File: src/rtl/zdet_pkg.sv
package zdet_pkg;
    localparam int NCH = 8;

    typedef logic [NCH-1:0] ch_mask_t;

    typedef struct packed {
        ch_mask_t grp1;
        ch_mask_t grp2;
    } route_t;

    typedef enum logic [1:0] {
        SRC_DETECT  = 2'd0,
        SRC_FORCEHI = 2'd1,
        SRC_FORCELO = 2'd2
    } flag_src_e;

    // Group masks per routing mode; empty masks disable the flag.
    function automatic route_t route_for(input logic [3:0] sel);
        route_t r;
        case (sel)
            4'd0:    r = '{grp1: 8'h3F, grp2: 8'hC0};
            4'd1:    r = '{grp1: 8'h03, grp2: 8'h0C};
            4'd2:    r = '{grp1: 8'h30, grp2: 8'hC0};
            4'd3:    r = '{grp1: 8'h0F, grp2: 8'hF0};
            4'd4:    r = '{grp1: 8'h01, grp2: 8'h02};
            4'd5:    r = '{grp1: 8'h55, grp2: 8'hAA};
            4'd6:    r = '{grp1: 8'hFF, grp2: 8'hFF};
            default: r = '{grp1: 8'h00, grp2: 8'h00};
        endcase
        return r;
    endfunction

    function automatic logic group_silent(input ch_mask_t det, input ch_mask_t m);
        return (m != '0) && ((det & m) == m);
    endfunction
endpackage

File: src/rtl/zdet_run_counter.sv
module zdet_run_counter #(
    parameter int DW      = 24,
    parameter int RUN_LEN = 8192
) (
    input  logic          clk,
    input  logic          rst,
    input  logic          clr,
    input  logic          stb,
    input  logic [DW-1:0] sample,
    output logic          silent
);
    localparam int CW = $clog2(RUN_LEN + 1);
    localparam logic [CW-1:0] LIMIT = CW'(RUN_LEN);

    logic [CW-1:0] cnt;

    always_ff @(posedge clk) begin
        if (rst || clr) begin
            cnt <= '0;
        end else if (stb) begin
            if (sample != '0)
                cnt <= '0;
            else if (cnt != LIMIT)
                cnt <= cnt + 1'b1;
        end
    end

    assign silent = (cnt == LIMIT);

    assert_reset_clears_R10: assert property (@(posedge clk) rst |=> cnt == '0);
    assert_saturate_R3: assert property (@(posedge clk) disable iff (rst) cnt <= LIMIT);
    assert_only_on_strobe_R4: assert property (@(posedge clk) disable iff (rst)
        (!stb && !clr) |=> $stable(cnt));
    assert_nonzero_restarts_R2: assert property (@(posedge clk) disable iff (rst)
        (stb && sample != '0) |=> cnt == '0);
    assert_clr_restarts_R5: assert property (@(posedge clk) disable iff (rst)
        clr |=> !silent);
endmodule

File: src/rtl/zdet_route.sv
module zdet_route
    import zdet_pkg::*;
(
    input  logic       clk,
    input  logic       rst,
    input  ch_mask_t   silent,
    input  logic       ctrl_parallel,
    input  logic       det_en,
    input  logic [3:0] zmode,
    input  logic       soft_run,
    input  logic       dac_pwr_n,
    output logic       zflag1,
    output logic       zflag2
);
    flag_src_e  src;
    logic [3:0] eff_mode;
    route_t     rt;

    always_comb begin
        if (ctrl_parallel)
            src = SRC_FORCELO;
        else if (!soft_run || !dac_pwr_n)
            src = SRC_FORCEHI;
        else
            src = SRC_DETECT;
    end

    assign eff_mode = det_en ? 4'd0 : zmode;
    assign rt       = route_for(eff_mode);

    always_comb begin
        case (src)
            SRC_FORCELO: begin zflag1 = 1'b0; zflag2 = 1'b0; end
            SRC_FORCEHI: begin zflag1 = 1'b1; zflag2 = 1'b1; end
            default: begin
                zflag1 = group_silent(silent, rt.grp1);
                zflag2 = group_silent(silent, rt.grp2);
            end
        endcase
    end

    assert_parallel_low_R6: assert property (@(posedge clk) disable iff (rst)
        ctrl_parallel |-> (!zflag1 && !zflag2));
    assert_forced_high_R5: assert property (@(posedge clk) disable iff (rst)
        (!ctrl_parallel && (!soft_run || !dac_pwr_n)) |-> (zflag1 && zflag2));
    assert_modes_off_R9: assert property (@(posedge clk) disable iff (rst)
        (!ctrl_parallel && soft_run && dac_pwr_n && !det_en && zmode >= 4'd7)
        |-> (!zflag1 && !zflag2));
    assert_default_group_R7: assert property (@(posedge clk) disable iff (rst)
        (!ctrl_parallel && soft_run && dac_pwr_n && det_en && silent[7:6] != 2'b11)
        |-> !zflag2);
endmodule

File: src/rtl/zdet_monitor.sv
module zdet_monitor
    import zdet_pkg::*;
#(
    parameter int DW      = 24,
    parameter int RUN_LEN = 8192
) (
    input  logic              clk,
    input  logic              rst,
    input  logic              frame_stb,
    input  logic [NCH*DW-1:0] samples,
    input  logic              ctrl_parallel,
    input  logic              det_en,
    input  logic [3:0]        zmode,
    input  logic              soft_run,
    input  logic              dac_pwr_n,
    output logic              zflag1,
    output logic              zflag2
);
    ch_mask_t silent;
    logic     run_clr;

    assign run_clr = !soft_run || !dac_pwr_n;

    for (genvar ch = 0; ch < NCH; ch++) begin : g_ch
        zdet_run_counter #(.DW(DW), .RUN_LEN(RUN_LEN)) u_cnt (
            .clk    (clk),
            .rst    (rst),
            .clr    (run_clr),
            .stb    (frame_stb),
            .sample (samples[ch*DW +: DW]),
            .silent (silent[ch])
        );
    end

    zdet_route u_route (
        .clk           (clk),
        .rst           (rst),
        .silent        (silent),
        .ctrl_parallel (ctrl_parallel),
        .det_en        (det_en),
        .zmode         (zmode),
        .soft_run      (soft_run),
        .dac_pwr_n     (dac_pwr_n),
        .zflag1        (zflag1),
        .zflag2        (zflag2)
    );

    assert_strobe_needed_R1: assert property (@(posedge clk) disable iff (rst)
        (!frame_stb && !run_clr) |=> $stable(silent));
endmodule

File: config.mk
export PLATFORM = sky130hd
export DESIGN_NAME = zdet_monitor
export DESIGN_NICKNAME = d
export VERILOG_FILES = /design/src/rtl/zdet_pkg.sv /design/src/rtl/zdet_run_counter.sv /design/src/rtl/zdet_route.sv /design/src/rtl/zdet_monitor.sv
export SDC_FILE = /design/constraint.sdc
export NUM_CORES = 1
export LEC_CHECK = 0
export BUFFER_PORTS_ARGS = -buffer_cell sky130_fd_sc_hd__buf_4
export CAP_MARGIN = 20
export CORE_MARGIN = 2
export CORE_UTILIZATION = 30
export DETAILED_ROUTE_END_ITERATION = 6
export HOLD_SLACK_MARGIN = 0.05
export PLACE_DENSITY = 0.61
export SLEW_MARGIN = 20
export SYNTH_ARGS = -nofsm -noshare
export SYNTH_HDL_FRONTEND = slang
export SYNTH_HIERARCHICAL = 1
export SYNTH_SLANG_ARGS = --single-unit
File: constraint.sdc
create_clock -name clk -period 4.3 [get_ports clk]
set_input_delay 0.215 -clock clk [delete_from_list [all_inputs] [get_ports clk]]
set_output_delay 0.215 -clock clk [all_outputs]
set_load 0.05 [all_outputs]
=== Yosys cells after proc, flatten, opt, wreduce, memory -nomap -nowiden ===
Index checks and enable logic that the tools add are counted.

* Output and inout bits: 2
* Input bits: 203
* Logic and storage cells: 99
* Bits in registers: 112

* Add/sub/neg operators: 8
* Mux-type cells: 22
* Eq/ne operators: 26
* Reductions and logical operators: 33
* Bitwise operators: 2

{| class="wikitable"
|+ Operators with widths
! operator !! count
|-
| $mux 14 || 16
|-
| $reduce_bool 24->1 || 8
|-
| $add 14x1->14 const B || 8
|-
| $eq 14x14->1 const B || 8
|-
| $ne 14x14->1 const B || 8
|-
| $pmux 16 s7 || 1
|-
| $and 8x8->8 || 2
|-
| $eq 8x8->1 || 2
|-
| $reduce_and 2->1 || 8
|-
| $reduce_bool 2->1 || 8
|-
| $reduce_bool 8->1 || 2
|-
| $eq 4x3->1 const B || 3
|-
| $eq 4x2->1 const B || 2
|-
| $eq 4x1->1 const B || 1
|-
| $logic_not 4->1 || 1
|-
| $mux 4 || 1
|-
| $pmux 1 s2 || 2
|-
| $eq 2x1->1 const B || 1
|-
| $eq 2x2->1 const B || 1
|-
| $logic_and 1x1->1 || 2
|-
| $logic_not 1->1 || 2
|-
| $logic_or 1x1->1 || 2
|-
| $mux 2 || 1
|-
| $mux 1 || 1
|}

=== Depth between registers and ports, before layout ===
Gate-level depths: netlist of run 1.

* Depth after elaboration: 7
* Mapped depth: 10
* Gate-level depth less buffers: 10

=== Cells and area by module ===
The synthesis of run 1 kept the hierarchy.

{| class="wikitable"
|+ Modules (own cells, without submodules)
! module !! seq. area each (sq um) !! cells each !! times used !! area an instance (sq um)
|-
| zdet_run_counter || 280.3 || 114 || 8 || 850.8
|-
| zdet_route || 0.0 || 59 || 1 || 389.1
|-
| zdet_monitor || 0.0 || 1 || 1 || 3.8
|}

=== Least setup slack after synthesis of run 1 ===
No wires, ideal clock.

* Kind: register to output
* Start point: register g_ch[5].u_cnt.cnt[0]
* End point: output port zflag2
* Path buffers: 0
* Setup slack: 0.932 ns
* Required time: 4.085 ns
* Stages on the path, launching flop included: 11
* Arrival time: 3.153 ns
* Path through: dfxtp_1 > inv_1 > ha_1 > nor4b_1 > nand4_1 > inv_1 > and2_1 > nand4_1 > a21oi_1 > nor4_1 > o41ai_1

* Cells in the longest elaborated chain, start to end: 5

{| class="wikitable"
|+ Ends and longest elaborated chain
! item !! line !! source
|-
| start, declared || zdet_run_counter.sv:15 || <nowiki>logic [CW-1:0] cnt;</nowiki>
|-
| start signal, assigned || zdet_run_counter.sv:24 || <nowiki>cnt <= cnt + 1'b1;</nowiki>
|-
| $eq 14x14->1 || zdet_run_counter.sv:28 || <nowiki>assign silent = (cnt == LIMIT);</nowiki>
|-
| net silent[5] || zdet_monitor.sv:19 || <nowiki>ch_mask_t silent;</nowiki>
|-
| $and 8x8->8 || zdet_pkg.sv:34 || <nowiki>return (m != '0) && ((det & m) == m);</nowiki>
|-
| $eq 8x8->1 || zdet_pkg.sv:34 ||
|-
| $logic_and 1x1->1 || zdet_pkg.sv:34 ||
|-
| $pmux 1 s2 || zdet_route.sv:32 || <nowiki>case (src)</nowiki>
|-
| end, declared || zdet_monitor.sv:17 || <nowiki>output logic zflag2</nowiki>
|}

The timed path passes the listed nets, and every way through them passes these cells.

=== Final worst setup path of run 1 ===
Same ends and word-level chain as after synthesis.

==> impl_table.tex, run 1 <==
\begin{tabular}{lr}
\hline
Metric & Value \\
\hline
\multicolumn{2}{l}{\textbf{Final layout}} \\
\quad Core Util, Final & 0.397 \\
\quad Filler cells & 2,475 \\
\quad Proportion of layout cells with a drive suffix above 1 & 0.209 \\
\quad Final standard cell count with taps included and fillers excluded & 1,486 \\
\quad Signed area change from the synthesized netlist to the final layout & 29.9\% \\
\quad Post-route standard cell area excluding fillers & 0.00935 mm² \\
\quad Layout net count & 1,382 \\
\quad Register with the most flip-flops & g\_ch.u\_cnt/cnt \\
\quad Registers with the most flip-flops & g\_ch.u\_cnt/cnt x112 \\
\quad Max reg flops & 112 \\
\quad Number of diodes & 0 \\
\multicolumn{2}{l}{\textbf{Timing}} \\
\quad Final cycle utilization of the critical path & 0.757 \\
\quad Slew Limit Headroom & 0.404 \\
\quad Final Critical Period & 3.25 ns \\
\quad RSZ-0062 raised after global routing & false \\
\quad Worst hold slack & 0.379 ns \\
\quad Endpoints failing setup & 0 \\
\quad Number of pins with negative max-slew slack in the final report & 0 \\
\quad Transition at the pin with the smallest max-transition slack & between 0.8 and 0.9 ns \\
\quad Least setup slack across all paths after layout & 1.05 ns \\
\quad Setup TNS Final & 0 ns \\
\quad Final hold vios & 0 \\
\quad Maximum frequency from static timing analysis & 307 MHz \\
\quad Worst clock skew & between 0.007 and 0.008 ns \\
\multicolumn{2}{l}{\textbf{Yosys}} \\
\quad Post-synthesis instance total & slightly below 1k \\
\quad Dominant synthesized flop cell & dfxtp\_1 \\
\quad Mean area per synthesized cell & 7.41 µm² \\
\quad Most instantiated library cell after synthesis & dfxtp\_1 \\
\quad Synthesized netlist net count & 1,191 \\
\quad Fraction of the yosys area taken by sequential cells & 0.311 \\
\quad Top cell type by total area after synthesis & dfxtp\_1 \\
\quad Synthesized cell area & 0.00720 mm² \\
\quad \#FFs+latches synth & between 100 and 150 \\
\quad Netlist cell types & a little under 50 \\
\quad Syn. warnings & 6 \\
\quad Number of enable-type register cells in the synthesized netlist & 0 \\
\quad Biggest area contributors in the synthesized netlist & dfxtp\_1, nand3\_1, nand2\_1 \\
\quad Commonest cells post-synth & dfxtp\_1, nand2\_1, nor2\_1 \\
\quad Area fraction of the dominant cell type after synthesis & 0.311 \\
\quad Async set or reset register ratio after synthesis & 0 \\
\multicolumn{2}{l}{\textbf{Setup path}} \\
\quad Ordered cell list for the critical path & inv\_1, ha\_1, nor4b\_1, nand4\_1, inv\_1, and2\_1, nand4\_1, a21oi\_1, nor4\_1, o41ai\_1, buf\_4 \\
\quad CP Data Required Time & 4.09 ns \\
\quad Crit path DAT & 3.04 ns \\
\quad Element type at the critical path start & register \\
\quad Reg-to-reg slack, setup & approximately 2.4 ns \\
\quad Cell with the largest stage delay on the worst path & o41ai\_1 \\
\quad Largest stage delay, worst path & 0.60 ns \\
\quad Worst Path Buf+Inv & 3 \\
\quad Crit path max-delay family & simple AND/OR/NAND/NOR gates \\
\quad Kind of critical path & register to output port \\
\quad Stages on worst setup path & 11 \\
\quad Worst reg2reg path depth & 7 \\
\quad Max FO, Critical Path & 6 \\
\quad Type of element capturing the critical path & output port \\
\multicolumn{2}{l}{\textbf{Clocking}} \\
\quad Worst-Skew Late Latency & 0.36 ns \\
\quad CTS tree & yes \\
\quad Buffer levels on the longest clock path & 2 \\
\quad Post-CTS setup buffer count & 0 \\
\quad CTS clk-pin slew, worst paths & 0.07 ns \\
\quad Clock buffer count from CTS & 9 \\
\quad Cts hold-fix bufs & 0 \\
\quad Cells resized by post-CTS repair & 0 \\
\quad TritonCTS Sinks & 112 \\
\quad Maximum level of the CTS H-tree & 3 \\
\quad Cell chosen for the clock root & clkbuf\_16 \\
\multicolumn{2}{l}{\textbf{Floorplan}} \\
\quad Core ar. & approximately 0.024 mm² \\
\quad Site row count & between 50 and 60 \\
\quad Effective utilization at floorplan & 0.306 \\
\quad Die area & between 0.02 and 0.03 mm² \\
\quad Vertical extent of the die & 159 µm \\
\quad Die width & 159 µm \\
\quad Top-level port count & 205 \\
\multicolumn{2}{l}{\textbf{Detailed routing}} \\
\quad Total detailed-routing wirelength & approximately 21 mm \\
\quad Routed via count divided by cell count & roughly 5.5 \\
\quad Count of nets left with antenna violations after detail routing & 0 \\
\quad Vias after detailed routing & $\sim$8k \\
\quad Number of DRC markers in iteration 0 & 446 \\
\quad Routed wire length per instance & 13.9 µm \\
\quad Residual DRC count & 0 \\
\quad First-pass iteration count of the detailed router & 5 \\
\multicolumn{2}{l}{\textbf{Power and ir drop}} \\
\quad Worst-case vdd ir drop & around 190 µV \\
\quad Total power of the final layout & around 2.2 mW \\
\quad Power Dens Cells & between 200 and 250 mW/mm² \\
\quad Pleak & 3.01 nW \\
\multicolumn{2}{l}{\textbf{Place}} \\
\quad Detail Placement HPWL & 15.2 mm \\
\quad Worst Setup Slack post-DPL & 1.43 ns \\
\quad PortBufs & 204 \\
\quad Cell count after placement & 1,471 \\
\quad Routability-driven placement congestion ratio & 0.839 \\
\quad Post-place instance area & 0.00903 mm² \\
\multicolumn{2}{l}{\textbf{Global route}} \\
\quad Overall Global Routing Usage & 0.160 \\
\quad Overall overflow remaining after global route & 0 \\
\quad Initial antenna violation count & 2 \\
\quad Global-route wire length before repair & approximately 35 mm \\
\quad Pin count of the biggest net entering global routing & 60 \\
\quad Number of global-route vias before repair & 7,471 \\
\multicolumn{2}{l}{\textbf{Run status}} \\
\quad Outcome & finished clean \\
\multicolumn{2}{l}{\textbf{Job}} \\
\quad Number of max-capacitance violations reported & 0 \\
\multicolumn{2}{l}{\textbf{Min path}} \\
\quad Worst hold path cell count & 6 \\
\quad Min-delay worst type & primary input to register \\
\hline
\end{tabular}
[layout make-up]
| type | instances | area [µm²] | area share |
|---|---|---|---|
| tap | 319 | 399 | 0.0427 |
| multi-input combinational | 775 | 4610 | 0.493 |
| sequential | 112 | 2240 | 0.240 |
| inverter | 56 | 210 | 0.0225 |
| clock buffer | 12 | 256 | 0.0274 |
| timing repair buffer | 209 | 1570 | 0.168 |
| clock inverter | 3 | 65.1 | 0.00696 |
[power breakdown]
part	leakage [nW]	total (mW)	switching, mW	internal [mW]
clock	0.159	0.928	0.388	0.539
combinational	1.95	0.270	0.118	0.152
sequential	0.902	1.04	0.00000000114	1.04
total	3.01	2.23	0.507	1.73
[worst paths after layout]
kind / start / endpoint
setup reg to reg: g_ch[6].u_cnt/cnt[0]$_SDFFE_PP0P_ / g_ch[6].u_cnt/cnt[0]$_SDFFE_PP0P_
hold / removal: samples[59] / g_ch[2].u_cnt/cnt[0]$_SDFFE_PP0P_
hold reg to reg: g_ch[1].u_cnt/cnt[12]$_SDFFE_PP0P_ / g_ch[1].u_cnt/cnt[12]$_SDFFE_PP0P_
setup / recovery: g_ch[5].u_cnt/cnt[0]$_SDFFE_PP0P_ / zflag2
[cells by family after synthesis]
logic type	after synthesis	share of synthesized area
and+or+nand+nor	513	0.387
AOI/OAI and AO/OA	243	0.221
DFF	112	0.311
buffers and inverters	85	0.0483
adders and majority gates	16	0.0278
xor gates and xnor gates	2	0.00348
muxes	1	0.00156
[layout by cell type (no fill, tap or decap), types with 2 or more instances in the layout]
cell type,Yosys,routed
a211oi_1,8,8
a21o_1,8,8
a21oi_1,55,55
a311oi_1,8,8
a31oi_1,26,26
a32o_1,16,16
a41oi_1,8,8
and3_1,16,16
buf_4,0,209
bufinv_16,0,2
clkbuf_16,0,9
clkbuf_8,0,2
clkinv_1,8,8
dfxtp_1,112,112
ha_1,16,16
inv_1,48,48
nand2_1,95,95
nand2b_1,10,10
nand3_1,75,75
nand3b_1,9,9
nand4_1,42,42
nand4b_1,8,8
nor2_1,76,76
nor3_1,51,51
nor4_1,49,49
nor4_2,8,8
nor4b_1,17,17
o21a_1,9,9
o21ai_0,52,52
o22ai_1,17,17
o2bb2ai_1,8,8
o31ai_1,17,17
o32ai_1,8,8
or2_1,8,8
or2_2,8,8
or3_1,26,26
or4_1,8,8
[worst register-to-register path, cell delays in order, from the launching register on]
cell and delay (ns):
dfxtp_1 0.36, inv_1 0.07, ha_1 0.13, nor4b_1 0.23
nand4_1 0.33, o31ai_1 0.43, nand3_1 0.12, o31ai_1 0.10
[routing by layer]
metal | GRT usage | part of all wire | vias up
met5 | 0 | 0.0013 | -
met1 | 0.206 | 0.46 | 3790
met2 | 0.273 | 0.48 | 212
li1 | - | - | 4118
met3 | 0.0379 | 0.055 | 16
met4 | 0.0318 | 0.0085 | 4
Power figures use the tool's default switching activity.
==> inputs of run 2 (changes only) <==
- ABC_AREA: not set -> 1
- PLACE_DENSITY: 0.61 -> 0.6
- clock period: 4.3 -> 3.05 ns (I/O delays scaled with it)
==> impl_table.tex, run 2 <==
\begin{tabular}{lr}
\hline
Metric & Value \\
\hline
\multicolumn{2}{l}{\textbf{Run status}} \\
\quad Outcome & finished clean \\
\multicolumn{2}{l}{\textbf{Timing}} \\
\quad Endpoints failing setup & 0 (unchanged) \\
\quad Maximum frequency from static timing analysis & 434 MHz \\
\quad RSZ-0062 raised after global routing & false \\
\quad Final hold vios & 0 (unchanged) \\
\quad Worst clock skew & 0.00899 ns (+0.00129 ns) \\
\quad Setup TNS Final & 0 ns (unchanged) \\
\quad Transition at the pin with the smallest max-transition slack & 0.915 ns (+0.0235 ns) \\
\quad Slew Limit Headroom & 0.388 (-0.0157) \\
\quad Final Critical Period & 2.31 ns \\
\quad Final cycle utilization of the critical path & 0.756 \\
\quad Number of pins with negative max-slew slack in the final report & 0 (unchanged) \\
\quad Least setup slack across all paths after layout & 0.745 ns (-0.301 ns) \\
\quad Worst hold slack & 0.309 ns (-0.0701 ns) \\
\multicolumn{2}{l}{\textbf{Setup path}} \\
\quad Endpoint of the most critical register-to-register path & g\_ch[7].u\_cnt/cnt[10]\$\_SDFFE\_PP0P\_ \\
\quad Kind of critical path & register to output port \\
\quad Reg-to-reg slack, setup & 1.26 ns (-1.18 ns) \\
\quad Element type at the critical path start & register \\
\quad Crit path DAT & 2.15 ns (-0.89 ns) \\
\quad Largest stage delay, worst path & 0.35 ns (-0.25 ns) \\
\quad Ordered cell list for the critical path & inv\_1, ha\_1, nand2\_1, nor2\_1, nand2\_4, inv\_1, inv\_1, nand3\_1, nand3\_1, nor2\_1, nand2\_1, o21ai\_1, buf\_4 \\
\quad Type of element capturing the critical path & output port \\
\quad Reg2reg start & g\_ch[7].u\_cnt/cnt[1]\$\_SDFFE\_PP0P\_ \\
\quad CP Data Required Time & 2.90 ns (-1.19 ns) \\
\quad Worst reg2reg path depth & 9 (+2) \\
\quad Most used cell along the critical path & inv\_1 \\
\quad Max FO, Critical Path & 10 (+4) \\
\quad Cell with the largest stage delay on the worst path & dfxtp\_1 \\
\multicolumn{2}{l}{\textbf{Job}} \\
\quad Number of max-capacitance violations reported & 0 (unchanged) \\
\multicolumn{2}{l}{\textbf{Clocking}} \\
\quad Buffer levels on the longest clock path & 2 (unchanged) \\
\quad Cells resized by post-CTS repair & 0 (unchanged) \\
\quad Cts hold-fix bufs & 0 (unchanged) \\
\quad Post-CTS setup buffer count & 0 (unchanged) \\
\quad TritonCTS Sinks & 112 (unchanged) \\
\quad Clock buffer count from CTS & 9 (unchanged) \\
\quad Worst-Skew Late Latency & 0.36 ns (about the same) \\
\quad Maximum level of the CTS H-tree & 3 (unchanged) \\
\quad CTS tree & yes \\
\quad CTS clk-pin slew, worst paths & 0.08 ns (about the same) \\
\quad Cell chosen for the clock root & clkbuf\_16 \\
\multicolumn{2}{l}{\textbf{Final layout}} \\
\quad Post-route standard cell area excluding fillers & 0.0111 mm² (+18\%) \\
\quad Core Util, Final & 0.376 (-0.0216) \\
\quad Filler cells & 3,313 (+34\%) \\
\quad Proportion of layout cells with a drive suffix above 1 & 0.152 (-0.0570) \\
\quad Highest-count cells in the layout ignoring fill and taps & nand2\_1, nor2\_1, buf\_4, inv\_1, dfxtp\_1 \\
\quad Layout net count & 2,002 (+45\%) \\
\quad Registers with the most flip-flops & g\_ch.u\_cnt/cnt x112 \\
\quad Number of diodes & 0 (unchanged) \\
\quad Signed area change from the synthesized netlist to the final layout & 24.3\% \\
\quad Final standard cell count with taps included and fillers excluded & 2,178 (+47\%) \\
\quad Max reg flops & 112 (unchanged) \\
\quad Most common cell after layout, fill and taps aside & nand2\_1 \\
\quad Register with the most flip-flops & g\_ch.u\_cnt/cnt \\
\multicolumn{2}{l}{\textbf{Floorplan}} \\
\quad Effective utilization at floorplan & 0.302 (-0.00354) \\
\quad Top-level port count & 205 (unchanged) \\
\quad Site row count & 63 (+13\%) \\
\quad Core ar. & 0.0295 mm² (+25\%) \\
\quad Die width & 176 µm (+11\%) \\
\quad Die area & 0.0311 mm² (+23\%) \\
\quad Vertical extent of the die & 176 µm (+11\%) \\
\multicolumn{2}{l}{\textbf{Yosys}} \\
\quad Mean area per synthesized cell & 5.60 µm² (-24\%) \\
\quad Commonest cells post-synth & nand2\_1, nor2\_1, inv\_1 \\
\quad Biggest area contributors in the synthesized netlist & dfxtp\_1, nand2\_1, nor2\_1 \\
\quad Post-synthesis instance total & 1,590 (+64\%) \\
\quad Async set or reset register ratio after synthesis & 0 (unchanged) \\
\quad \#FFs+latches synth & 112 (unchanged) \\
\quad Number of enable-type register cells in the synthesized netlist & 0 (unchanged) \\
\quad Synthesized cell area & 0.00891 mm² (+24\%) \\
\quad Syn. warnings & 6 (unchanged) \\
\quad Most instantiated library cell after synthesis & nand2\_1 \\
\quad Top cell type by total area after synthesis & dfxtp\_1 \\
\quad Dominant synthesized flop cell & dfxtp\_1 \\
\quad Synthesized netlist net count & 1,809 (+52\%) \\
\quad Area fraction of the dominant cell type after synthesis & 0.252 (-0.0598) \\
\quad Netlist cell types & 25 (-49\%) \\
\quad Fraction of the yosys area taken by sequential cells & 0.252 (-0.0598) \\
\multicolumn{2}{l}{\textbf{Global route}} \\
\quad Global-route wire length before repair & 40.1 mm (+15\%) \\
\quad Initial antenna violation count & 0 (-2) \\
\quad Overall Global Routing Usage & 0.152 (-0.00812) \\
\quad Pin count of the biggest net entering global routing & 55 (-8.3\%) \\
\quad Number of global-route vias before repair & 9,009 (+21\%) \\
\quad Overall overflow remaining after global route & 0 (unchanged) \\
\multicolumn{2}{l}{\textbf{Detailed routing}} \\
\quad Count of nets left with antenna violations after detail routing & 0 (unchanged) \\
\quad Vias after detailed routing & 10.0k (+23\%) \\
\quad Routed via count divided by cell count & 4.60 (-16\%) \\
\quad Total detailed-routing wirelength & 23.7 mm (+15\%) \\
\quad First-pass iteration count of the detailed router & 5 (unchanged) \\
\quad Routed wire length per instance & 10.9 µm (-21\%) \\
\quad Residual DRC count & 0 (unchanged) \\
\quad Number of DRC markers in iteration 0 & 596 (+34\%) \\
\multicolumn{2}{l}{\textbf{Min path}} \\
\quad Worst Hold Launch & rst \\
\quad Worst hold path cell count & 4 (-2) \\
\quad Destination of the worst hold path & g\_ch[4].u\_cnt/cnt[11]\$\_SDFFE\_PP0P\_ \\
\quad Min-delay worst type & primary input to register \\
\multicolumn{2}{l}{\textbf{Place}} \\
\quad Detail Placement HPWL & 18.1 mm (+19\%) \\
\quad Cell count after placement & 2,162 (+47\%) \\
\quad Worst Setup Slack post-DPL & 1.11 ns (-0.313 ns) \\
\quad Routability-driven placement congestion ratio & 0.889 (+6.0\%) \\
\quad PortBufs & 204 (unchanged) \\
\quad Post-place instance area & 0.0108 mm² (+19\%) \\
\multicolumn{2}{l}{\textbf{Power and ir drop}} \\
\quad Worst-case vdd ir drop & 334 µV (+76\%) \\
\quad Pleak & 4.62 nW (+53\%) \\
\quad Total power of the final layout & 3.16 mW (+42\%) \\
\quad Power Dens Cells & 286 mW/mm² (+20\%) \\
\hline
\end{tabular}
==> run 2: cell types whose count changed after synthesis, sizes merged, moves of 34 or more <==
cell,change
nor2,+374
nand2,+386
nand4,+38
nor3,-34
nor4,-57
inv,+125
o21ai,-41
==> run 2: area by class of cell <==
| class | count | area [µm²] | area share |
|---|---|---|---|
| tap | 390 | 488 | 0.0441 |
| clock buffer | 9 | 225 | 0.0203 |
| clock inverter | 7 | 63.8 | 0.00576 |
| timing repair buffer | 206 | 1550 | 0.140 |
| inverter | 173 | 649 | 0.0586 |
| multi-input combinational | 1281 | 5860 | 0.529 |
| sequential | 112 | 2240 | 0.202 |
==> run 2: worst max-delay path by stage <==
stage / from / to / slack (ns) / depth (start not counted)
finish: g_ch[1].u_cnt/cnt[0]$_SDFFE_PP0P_ / zflag2 / 0.74 / 13
global placement: g_ch[1].u_cnt/cnt[0]$_SDFFE_PP0P_ / zflag2 / 1.14 / 13
global route: g_ch[1].u_cnt/cnt[0]$_SDFFE_PP0P_ / zflag2 / 0.54 / 13
detailed placement: g_ch[1].u_cnt/cnt[0]$_SDFFE_PP0P_ / zflag2 / 1.11 / 13
floorplan: g_ch[2].u_cnt/cnt[0]$_SDFFE_PP0P_ / zflag2 / 0.96 / 12
CTS: g_ch[1].u_cnt/cnt[0]$_SDFFE_PP0P_ / zflag2 / 0.70 / 13
==> run 2: cell families (layout without fill, tap and decap cells) <==
kind of cell,Yosys count,count (layout),share of synthesized area
flip-flops,112,112,0.252
XOR/XNOR,32,32,0.0315
AO/OA/AOI/OAI,86,86,0.0630
buffers and inverters,197,395,0.0908
adder cells (fa/ha/maj),16,16,0.0225
AND/OR/NAND/NOR,1147,1147,0.541
==> run 2: report_power, final <==
| group | switching [mW] | internal (mW) |
|---|---|---|
| Clock | 0.625 | 0.574 |
| Sequential | 0.0157 | 1.47 |
| Combinational | 0.227 | 0.249 |
==> run 2: layer usage <==
metal  up-vias  wire length [µm]  global-route usage
met5         -                 0                   0
met4         0               228              0.0351
met3        16               967              0.0196
met2       215             11100               0.264
met1      4411             11400               0.199
li1       5375                 -                   -
==> run 2: worst max-delay path: cells and delay by family, from the launching register on <==
family | cells | cell delay (ns)
buffers and inverters | 4 | 0.49
adder cells (fa/ha/maj) | 1 | 0.15
AND/OR/NAND/NOR | 7 | 0.69
AO/OA/AOI/OAI | 1 | 0.12
flip-flops | 1 | 0.35
==> inputs of run 3 (changes only) <==
- clock period: 3.05 -> 2.4 ns (I/O delays scaled with it)
==> impl_table.tex, run 3 (same netlist as run 2, synthesis figures left out) <==
\begin{tabular}{lr}
\hline
Metric & Value \\
\hline
\multicolumn{2}{l}{\textbf{Run status}} \\
\quad Outcome & finished clean \\
\multicolumn{2}{l}{\textbf{Setup path}} \\
\quad Element type at the critical path start & register \\
\quad Reg2reg start & g\_ch[0].u\_cnt/cnt[1]\$\_SDFFE\_PP0P\_ \\
\quad Cell with the largest stage delay on the worst path & dfxtp\_1 \\
\quad Kind of critical path & register to output port \\
\quad Ordered cell list for the critical path & inv\_1, ha\_1, nand2\_1, nor2\_2, nand2\_4, inv\_1, inv\_1, nand3\_1, nand3\_1, nor2\_1, nand2\_1, o21ai\_2, buf\_6 \\
\quad Crit path DAT & 2.10 ns (-0.05 ns) \\
\quad Largest stage delay, worst path & 0.34 ns (about the same) \\
\quad Type of element capturing the critical path & output port \\
\quad CP Data Required Time & 2.28 ns (-0.62 ns) \\
\quad Most used cell along the critical path & inv\_1 \\
\quad Max FO, Critical Path & 10 (unchanged) \\
\quad Worst Setup SP & g\_ch[1].u\_cnt/cnt[0]\$\_SDFFE\_PP0P\_ \\
\multicolumn{2}{l}{\textbf{Final layout}} \\
\quad Most common cell after layout, fill and taps aside & nand2\_1 \\
\quad Layout net count & 2,017 (+0.75\%) \\
\quad Register with the most flip-flops & g\_ch.u\_cnt/cnt \\
\quad Highest-count cells in the layout ignoring fill and taps & nand2\_1, nor2\_1, buf\_4, inv\_1, dfxtp\_1 \\
\quad Registers with the most flip-flops & g\_ch.u\_cnt/cnt x112 \\
\quad Filler cells & 3,210 (-3.1\%) \\
\quad Final standard cell count with taps included and fillers excluded & 2,193 (+0.69\%) \\
\quad FF/Latch Area & 0.00224 mm² (unchanged) \\
\quad Proportion of layout cells with a drive suffix above 1 & 0.160 (+0.00825) \\
\quad Area of combinational cells with multiple inputs & 0.00587 mm² (+0.19\%) \\
\quad Max reg flops & 112 (unchanged) \\
\quad Signed area change from the synthesized netlist to the final layout & 26.0\% \\
\multicolumn{2}{l}{\textbf{Clocking}} \\
\quad Worst-Skew Late Latency & 0.35 ns (about the same) \\
\quad Post-CTS setup buffer count & 0 (unchanged) \\
\quad CTS clk-pin slew, worst paths & 0.07 ns (about the same) \\
\quad Cell chosen for the clock root & clkbuf\_16 \\
\quad Maximum level of the CTS H-tree & 3 (unchanged) \\
\quad Clock buffer count from CTS & 9 (unchanged) \\
\quad CTS tree & yes \\
\quad TritonCTS Sinks & 112 (unchanged) \\
\quad Buffer levels on the longest clock path & 2 (unchanged) \\
\multicolumn{2}{l}{\textbf{Global route}} \\
\quad Pin count of the biggest net entering global routing & 58 (+5.5\%) \\
\quad Global-route track usage on met2 & 0.257 (-0.00735) \\
\quad Overall overflow remaining after global route & 0 (unchanged) \\
\quad Global-route wire length before repair & 39.4 mm (-1.8\%) \\
\quad Initial antenna violation count & 1 (+1) \\
\quad Global routing usage on met1 & 0.197 (-0.00200) \\
\quad Overall Global Routing Usage & 0.149 (-0.00267) \\
\quad Most utilized layer in the global route result & met2 \\
\quad Number of global-route vias before repair & 8,890 (-1.3\%) \\
\quad Met3 GRT Util & 0.0187 (-0.000861) \\
\multicolumn{2}{l}{\textbf{Min path}} \\
\quad Min-delay worst type & primary input to register \\
\quad Worst Hold Launch & rst \\
\multicolumn{2}{l}{\textbf{Power and ir drop}} \\
\quad Proportion of power drawn by combinational gates & 0.150 (about the same) \\
\quad Fraction of power consumed by sequential logic & 0.462 (-0.009) \\
\quad Switching power total & 1.01 mW (+16\%) \\
\quad Clock network fraction of design power & 0.388 (+0.009) \\
\quad Sw Ratio & 0.246 (-0.0282) \\
\quad Pleak & 4.71 nW (+2.1\%) \\
\quad Power Dens Cells & 365 mW/mm² (+28\%) \\
\quad Internal power summed over all cells & 3.09 mW (+35\%) \\
\quad Worst-case vdd ir drop & 301 µV (-10\%) \\
\multicolumn{2}{l}{\textbf{Timing}} \\
\quad Endpoints failing setup & 0 (unchanged) \\
\quad Number of pins with negative max-slew slack in the final report & 0 (unchanged) \\
\quad Worst hold slack & 0.299 ns (-0.00964 ns) \\
\quad Final Critical Period & between 2 and 2.5 ns \\
\quad Final hold vios & 0 (unchanged) \\
\quad Setup TNS Final & 0 ns (unchanged) \\
\quad Final cycle utilization of the critical path & 0.925 \\
\quad Transition at the pin with the smallest max-transition slack & 0.693 ns (-0.222 ns) \\
\quad Maximum frequency from static timing analysis & 450 MHz \\
\quad Slew Limit Headroom & 0.538 (+0.150) \\
\quad Worst clock skew & 0.00766 ns (-0.00133 ns) \\
\multicolumn{2}{l}{\textbf{Floorplan}} \\
\quad Vertical extent of the die & 176 µm (unchanged) \\
\quad Die width & 176 µm (unchanged) \\
\quad Effective utilization at floorplan & 0.302 (unchanged) \\
\quad Site row count & 63 (unchanged) \\
\quad Core ar. & 0.0295 mm² (unchanged) \\
\quad Top-level port count & 205 (unchanged) \\
\quad Die area & 0.0311 mm² (unchanged) \\
\multicolumn{2}{l}{\textbf{Detailed routing}} \\
\quad Routed wire length per instance & 10.8 µm (-1.4\%) \\
\quad Vias after detailed routing & 9,964 (-0.53\%) \\
\quad First-pass iteration count of the detailed router & 4 (-1) \\
\quad Count of nets left with antenna violations after detail routing & 0 (unchanged) \\
\quad Residual DRC count & 0 (unchanged) \\
\quad Routed via count divided by cell count & 4.54 (-1.2\%) \\
\quad Number of DRC markers in iteration 0 & 646 (+8.4\%) \\
\quad Total detailed-routing wirelength & 23.6 mm (-0.73\%) \\
\multicolumn{2}{l}{\textbf{Place}} \\
\quad Routability-driven placement congestion ratio & 0.881 (-0.91\%) \\
\quad Detail Placement HPWL & 18.1 mm (-0.15\%) \\
\quad PortBufs & 204 (unchanged) \\
\quad Cell count after placement & 2,177 (+0.69\%) \\
\multicolumn{2}{l}{\textbf{Job}} \\
\quad Number of max-capacitance violations reported & 0 (unchanged) \\
\hline
\end{tabular}
## run 3: cell types whose count changed in the layout (fill, tap and decap cells not counted), moves of 2 or more
cell,previous run,this run
inv_8,2,0
nor2_1,434,431
clkinv_4,2,0
nor2_2,17,20
clkbuf_8,0,3
buf_6,0,2
buf_4,206,219
## run 3: final timing paths
check,to,slack [ns],cells after the start
setup / recovery,zflag2,0.18,13
hold reg to reg,g_ch[3].u_cnt/cnt[0]$_SDFFE_PP0P_,0.52,2
setup reg to reg,g_ch[0].u_cnt/cnt[10]$_SDFFE_PP0P_,0.65,9
hold / removal,g_ch[1].u_cnt/cnt[10]$_SDFFE_PP0P_,0.30,5
## run 3: worst max-delay path: cells and delay by family (launching register included)
kind                       cells  cell delay, ns
and+or+nand+nor                7            0.70
buffers and inverters          4            0.44
DFF                            1            0.34
adders and majority gates      1            0.15
AOI/OAI and AO/OA              1            0.13
## run 3: metrics by stage
stage	setup WS, ns	cell area [µm²]	power, mW	util
finish	0.180	11200	4.10	0.381
global route	-0.0307	11200	4.29	0.381
CTS	0.105	11200	4.16	0.380
detailed placement	0.506	10900	2.55	0.370
global placement	0.526	10900	2.54	0.370
floorplan	0.338	8910	2.22	-
## run 3: layer usage
layer,vias to the layer above,wire length (µm)
met1,4322,11100
met2,225,11000
met5,-,0
met4,0,219
li1,5402,-
met3,15,1210
## run 3: cell type report
| class | instances | area share |
|---|---|---|
| well taps | 390 | 0.0435 |
| repair buffers | 221 | 0.148 |
| clock buffers | 13 | 0.0241 |
| inverters | 173 | 0.0578 |
| multi-input cells | 1281 | 0.523 |
| flip-flops and latches | 112 | 0.200 |
| clock inverters | 2 | 0.00334 |
| diodes | 1 | 0.000223 |
## run 3: power groups by stage
stage | Clock [mW] | Sequential, mW | Combinational (mW)
after floorplan | 0 | 1.93 | 0.294
after global placement | 0 | 1.94 | 0.606
after detailed placement | 0 | 1.94 | 0.614
after CTS | 1.65 | 1.89 | 0.615
after global routing | 1.71 | 1.90 | 0.691
final | 1.59 | 1.89 | 0.616
## run 3: timing repair
| item | 4_1_cts | 5_1_grt |
|---|---|---|
| hold buffers | 0 | 0 |
| gates resized for setup | 0 | 6 |
| endpoints found under the setup margin | 0 | 2 |
